$ cat config.mk
export PLATFORM = sky130hd
export DESIGN_NAME = rot_mask_unit
export DESIGN_NICKNAME = d
export VERILOG_FILES = /design/src/rtl/rotmask_pkg.sv /design/src/rtl/rm_rotator.sv /design/src/rtl/rm_mask_gen.sv /design/src/rtl/rot_mask_unit.sv
export SDC_FILE = /design/constraint.sdc
export NUM_CORES = 1
export LEC_CHECK = 0
export BUFFER_PORTS_ARGS = -buffer_cell sky130_fd_sc_hd__buf_2
export CORE_ASPECT_RATIO = 1.2
export CORE_MARGIN = 5
export CORE_UTILIZATION = 59
export CTS_CLUSTER_SIZE = 40
export DETAILED_ROUTE_END_ITERATION = 10
export HOLD_SLACK_MARGIN = 0.03
export PLACE_DENSITY = 0.87
export SLEW_MARGIN = 20
export SYNTH_ARGS = -nofsm -noshare
export SYNTH_HDL_FRONTEND = slang
export SYNTH_SLANG_ARGS = --single-unit
export TNS_END_PERCENT = 20
$ cat constraint.sdc
create_clock -name clk -period 3.7 [get_ports clk]
set_input_delay 0.37 -clock clk [delete_from_list [all_inputs] [get_ports clk]]
set_output_delay 0.37 -clock clk [all_outputs]
set_load 0.01 [all_outputs]
$ cat src/rtl/rotmask_pkg.sv
package rotmask_pkg;
    localparam int WORD_W = 16;
    localparam int AMT_W  = $clog2(WORD_W);

    typedef struct packed {
        logic              valid;
        logic [WORD_W-1:0] data;
        logic [WORD_W-1:0] mask;
        logic              range_err;
    } rm_stage_t;
endpackage

$ cat src/rtl/rm_rotator.sv
// Left rotate in two steps: a coarse rotate by a multiple of a quarter word,
// then a small fine step of -1, 0, +1 or +2 places.
module rm_rotator #(
    parameter int W  = 16,
    parameter int SW = $clog2(W)
) (
    input  logic [W-1:0]  din,
    input  logic [SW-1:0] amt,
    output logic [W-1:0]  dout
);
    localparam int Q = W / 4;

    logic [1:0]    coarse_sel;
    logic [SW-1:0] coarse_amt;
    logic [SW-1:0] fine_amt;
    logic [W-1:0]  coarse_opt [4];
    logic [W-1:0]  coarse_out;
    logic [W-1:0]  fine_opt [4];

    always_comb begin
        coarse_sel = 2'((32'(amt) + 1) / Q);
        coarse_amt = SW'(32'(coarse_sel) * Q);
        fine_amt   = amt - coarse_amt;
    end

    for (genvar g = 0; g < 4; g++) begin : g_coarse
        if (g == 0) begin : g_zero
            assign coarse_opt[g] = din;
        end else begin : g_rot
            assign coarse_opt[g] = {din[W-1-g*Q:0], din[W-1:W-g*Q]};
        end
    end

    assign coarse_out = coarse_opt[coarse_sel];

    assign fine_opt[0] = coarse_out;
    assign fine_opt[1] = {coarse_out[W-2:0], coarse_out[W-1]};
    assign fine_opt[2] = {coarse_out[W-3:0], coarse_out[W-1:W-2]};
    assign fine_opt[3] = {coarse_out[0], coarse_out[W-1:1]};

    always_comb begin
        case (fine_amt)
            SW'(0):   dout = fine_opt[0];
            SW'(1):   dout = fine_opt[1];
            SW'(2):   dout = fine_opt[2];
            default:  dout = fine_opt[3];
        endcase
    end

    // Rotation never creates or loses a set bit.
    always_comb begin
        a_r2_rot_keeps_ones: assert ($countones(dout) == $countones(din));
    end
endmodule

$ cat src/rtl/rm_mask_gen.sv
// Mask of contiguous ones. Low-end mode: code c gives c+1 ones.
// High-end mode: low-end mask for code (0 - n), inverted, shifted right with a 1 in.
module rm_mask_gen #(
    parameter int W  = 16,
    parameter int SW = $clog2(W)
) (
    input  logic [SW-1:0] code,
    input  logic          high_end,
    output logic [W-1:0]  mask
);
    logic [SW-1:0] eff_code;
    logic [W-1:0]  low_mask;

    assign eff_code = high_end ? (SW'(0) - code) : code;

    for (genvar i = 0; i < W; i++) begin : g_bit
        assign low_mask[i] = (SW'(i) <= eff_code);
    end

    assign mask = high_end ? {1'b1, ~low_mask[W-1:1]} : low_mask;

    always_comb begin
        a_r3_low_anchor: assert (high_end || mask[0]);
        a_r4_high_anchor: assert (!high_end || mask[W-1]);
    end
endmodule

$ cat src/rtl/rot_mask_unit.sv
module rot_mask_unit
    import rotmask_pkg::*;
(
    input  logic              clk,
    input  logic              rst_n,
    input  logic              op_valid,
    output logic              op_ready,
    input  logic [WORD_W-1:0] op_data,
    input  logic [AMT_W-1:0]  op_rot,
    input  logic [AMT_W-1:0]  op_width,
    input  logic              op_justify,
    input  logic              op_range_err,
    output logic              res_valid,
    input  logic              res_ready,
    output logic [WORD_W-1:0] res_data,
    output logic [WORD_W-1:0] res_mask,
    output logic              res_range_err
);
    rm_stage_t     st_d, st_q;
    logic [WORD_W-1:0] rot_w;
    logic [WORD_W-1:0] mask_w;
    logic              take;

    rm_rotator #(.W(WORD_W), .SW(AMT_W)) u_rot (
        .din  (op_data),
        .amt  (op_rot),
        .dout (rot_w)
    );

    rm_mask_gen #(.W(WORD_W), .SW(AMT_W)) u_mask (
        .code     (op_width),
        .high_end (op_justify),
        .mask     (mask_w)
    );

    assign op_ready = !st_q.valid || res_ready;
    assign take     = op_valid && op_ready;

    always_comb begin
        st_d = st_q;
        if (take) begin
            st_d.valid     = 1'b1;
            st_d.data      = op_range_err ? '0 : rot_w;
            st_d.mask      = mask_w;
            st_d.range_err = op_range_err;
        end else if (res_ready) begin
            st_d.valid = 1'b0;
        end
    end

    always_ff @(posedge clk) begin
        if (!rst_n) st_q <= '0;
        else        st_q <= st_d;
    end

    assign res_valid     = st_q.valid;
    assign res_data      = st_q.data;
    assign res_mask      = st_q.mask;
    assign res_range_err = st_q.range_err;

    a_r6_result_follows: assert property (@(posedge clk) disable iff (!rst_n)
        take |=> res_valid);

    a_r7_hold_stall: assert property (@(posedge clk) disable iff (!rst_n)
        (res_valid && !res_ready) |=> (res_valid && $stable(res_data)
                                       && $stable(res_mask) && $stable(res_range_err)));

    a_r7_closed_stall: assert property (@(posedge clk) disable iff (!rst_n)
        (res_valid && !res_ready) |-> !op_ready);

    a_r5_zero_on_err: assert property (@(posedge clk) disable iff (!rst_n)
        (res_valid && res_range_err) |-> (res_data == '0));

    a_r3_low_count: assert property (@(posedge clk) disable iff (!rst_n)
        (take && !op_justify) |=> ($countones(res_mask) == $past(32'(op_width)) + 1));
endmodule

==> flow_metrics.env <==
export IMPL_outcome="finished clean"
export IMPL_drv_cap=0
export IMPL_yosysWarningCount=0
export IMPL_fin_hold_ws_ns=0.351
export IMPL_drt_met1_wl_um=2660
export IMPL_min_to="res_range_err"
export IMPL_crit_chain="buf_2, nand2_4, xor2_4, mux2i_1, mux2i_1, a221oi_1, o21ai_1"
export IMPL_synthSimpleGateAreaFrac_pct=11.2
export IMPL_cts_buffers=5
export IMPL_drv_slew=0
export IMPL_ir_worst_vdd_uv=204
export IMPL_rsz0062_at_grt="false"
export IMPL_r2r_start="res_valid"
export IMPL_cp_end_kind="flop"
export IMPL_cts_htree_levels=2
export IMPL_via_count=2715
export IMPL_grt_pass1_vias=2533
export IMPL_synthArstFlopShare_pct=0
export IMPL_reg2reg_depth=4
export IMPL_grt_first_pass_wirelength_um=11400
export IMPL_die_width_um=72.1
export IMPL_seq_area_frac_synth_pct=24.9
export IMPL_drt_iter0_drc=307
export IMPL_p_leak_nw=1.30
export IMPL_cp_top_family="XOR/XNOR gates"
export IMPL_dp_slack_ns=1.08
export IMPL_core_area_um2=4530
export IMPL_diodes=0
export IMPL_synthAdderAreaFrac_pct=0.458
export IMPL_syn_num_nets=345
export IMPL_period_needed_ns=2.31
export IMPL_cp_data_arrival_time_ns=2.48
export IMPL_die_y_um=84.5
export IMPL_combinationalPowerShare_pct=29.9
export IMPL_p_switching_uw=361
export IMPL_dieArea_um2=6090
export IMPL_cts_setup_buffers=0
export IMPL_slew_headroom_pct=36.3
export IMPL_grt_overflow=0
export IMPL_grt_usage_pct=23.0
export IMPL_power_internal_uw=808
export IMPL_placedCellCount=411
export IMPL_wl_per_cell_um=16.8
export IMPL_drt_pass1_iter_count=4
export IMPL_critPathBufInv=1
export IMPL_cts_tree="yes"
export IMPL_insertion_delay_ns=0.29
export IMPL_worstPathMaxFanout=21
export IMPL_tns_ns=0
export IMPL_layout_nets=391
export IMPL_clkTransAtPathRegs_ns=0.08
export IMPL_synth_compound_area_share_pct=29.6
export IMPL_crit_path_top_delay_cell="xor2_4"
export IMPL_setup_violations_final=0
export IMPL_p_seq_share_pct=34.6
export IMPL_critPathMaxStageDelay_ns=0.58
export IMPL_mostFrequentLayoutCells="buf_2, dfxtp_1, mux2i_1"
export IMPL_synth_xor_area_share_pct=2.66
export IMPL_grt_max_degree=35
export IMPL_tightest_slew_ns=0.951
export IMPL_path_class="in2reg"
export IMPL_setup_ws_ns=1.39
export IMPL_ant_nets=0
export IMPL_postRouteWirelength_um=7040
export IMPL_r2r_slack_ns=1.97
export IMPL_drive_above_1_share_pct=27.1
export IMPL_area_growth_pct=14.9
export IMPL_power_per_cell_area_nw_per_um2=372
export IMPL_hold_viol_final=0
export IMPL_cts_root_buf="clkbuf_8"
export IMPL_dp_hpwl_um=5320
export IMPL_clkPwrFrac_pct=35.5
export IMPL_syn_inst=314
export IMPL_hp_class="in2reg"
export IMPL_final_common_cell="buf_2"
export IMPL_cts_sinks=34
export IMPL_num_rows=27
export IMPL_synth_cell_type_count=50
export IMPL_synthFlopType="dfxtp_1"
export IMPL_switching_share_pct=30.9
export IMPL_hold_depth=3
export IMPL_hold_buffers=0
export IMPL_portBuffers=64
export IMPL_io_pins=65
export IMPL_finalCritPeriodShare_pct=62.3
export IMPL_cts_resized_gates=0
export IMPL_fin_worst_skew_ns=0.00680
export IMPL_required_ns=3.88
export IMPL_synth_edf_count=0
export IMPL_start_util_pct=60.3
export IMPL_hold_path_startpoint="op_range_err"
export IMPL_cts_buffer_depth=2
export IMPL_synthMuxAreaShare_pct=24.6
export IMPL_fmax_ghz=0.434
export IMPL_dr_wl_met3_um=527
export IMPL_antenna_found_initial=0
export IMPL_timing_rr_end="res_mask[12]"
export IMPL_synth_top_family_by_area="compound AO/OA/AOI/OAI gates"
export IMPL_post_layout_nonfiller_instances=419
export IMPL_start_kind="primary input"
export IMPL_synth_avg_cell_area_um2=8.69
export IMPL_netlist_area_um2=2730
export IMPL_viasPerCell=6.48
export IMPL_gp_congestion=0.950
export IMPL_cp_common_cell="mux2i_1"
export IMPL_routed_wl_met2_um=3560
export IMPL_highest_layer="met4"
export IMPL_ys_ff_latch=34
export IMPL_post_route_util_pct=69.3
export IMPL_drc=0
[flip-flops by register name, summed over array words and instances (netlist names)]
signal,flops
res_mask,16
res_range_err,1
res_valid,1
res_data,16
[metrics by stage]
step / power, mW / area (µm²)
after detailed placement: 0.758 / 3000
final: 1.17 / 3140
after global routing: 1.22 / 3140
after CTS: 1.17 / 3140
after global placement: 0.749 / 3000
after floorplan: 0.665 / 2730
[worst max path at each step]
stage          slack [ns]  cells after the start         from            to
2_1_floorplan        1.71                      9  op_width[0]   res_mask[1]
3_3_place_gp         1.19                      7    op_rot[0]  res_data[11]
3_5_place_dp         1.08                      7    op_rot[0]  res_data[15]
4_1_cts              1.40                      7    op_rot[0]  res_data[15]
5_1_grt              1.28                      7    op_rot[0]  res_data[11]
6_report             1.39                      7    op_rot[0]  res_data[15]
[area by class of cell]
type	instances	area (µm²)
Clock buffer	5	68.8
Tap cell	58	72.6
Fill cell	377	1390
Inverter	7	26.3
Sequential cell	34	681
Clock inverter	3	68.8
Timing Repair Buffer	68	350
Multi-Input combinational cell	244	1870
[power groups by stage]
stage,combinational [mW],sequential (mW),clock (mW)
2_1_floorplan,0.241,0.425,0
3_3_place_gp,0.336,0.412,0
3_5_place_dp,0.345,0.413,0
4_1_cts,0.347,0.404,0.418
5_1_grt,0.378,0.407,0.434
6_report,0.350,0.404,0.414
[cells by family after synthesis]
| logic type | after synthesis |
|---|---|
| compound gates | 128 |
| xor+xnor | 4 |
| fa+ha+maj | 1 |
| buf+inv | 36 |
| flops | 34 |
| mux | 48 |
| simple gates | 63 |
[Yosys cell counts (all sizes together), types with 3 or more instances]
| cell | instances | area [µm²] |
|---|---|---|
| nor2 | 12 | 45.0 |
| inv | 7 | 26.3 |
| o221a | 3 | 33.8 |
| mux4 | 15 | 338 |
| o21ai | 54 | 270 |
| nor3 | 3 | 15.0 |
| a21oi | 19 | 95.1 |
| a221oi | 15 | 131 |
| dfxtp | 34 | 681 |
| a31oi | 6 | 37.5 |
| clkbuf | 21 | 78.8 |
| o21a | 16 | 120 |
| o22ai | 3 | 18.8 |
| nand2 | 28 | 113 |
| nand2b | 5 | 31.3 |
| buf | 8 | 73.8 |
| nand3 | 4 | 25.0 |
| mux2i | 33 | 334 |
[worst reg2reg max path, cell delays in order, from the launching register on]
cell and delay [ns]:
dfxtp_1 0.31, nand2b_1 0.17, and2_1 0.64, nand2_1 0.21
o221a_1 0.28
[per-layer routing]
metal | up-vias | GRT usage [%]
li1 | 1292 | -
met1 | 1272 | 25.6
met2 | 128 | 40.8
met3 | 23 | 3.83
met4 | 0 | 12.3
met5 | - | 0
No activity file was read; power rests on OpenSTA's default activity.
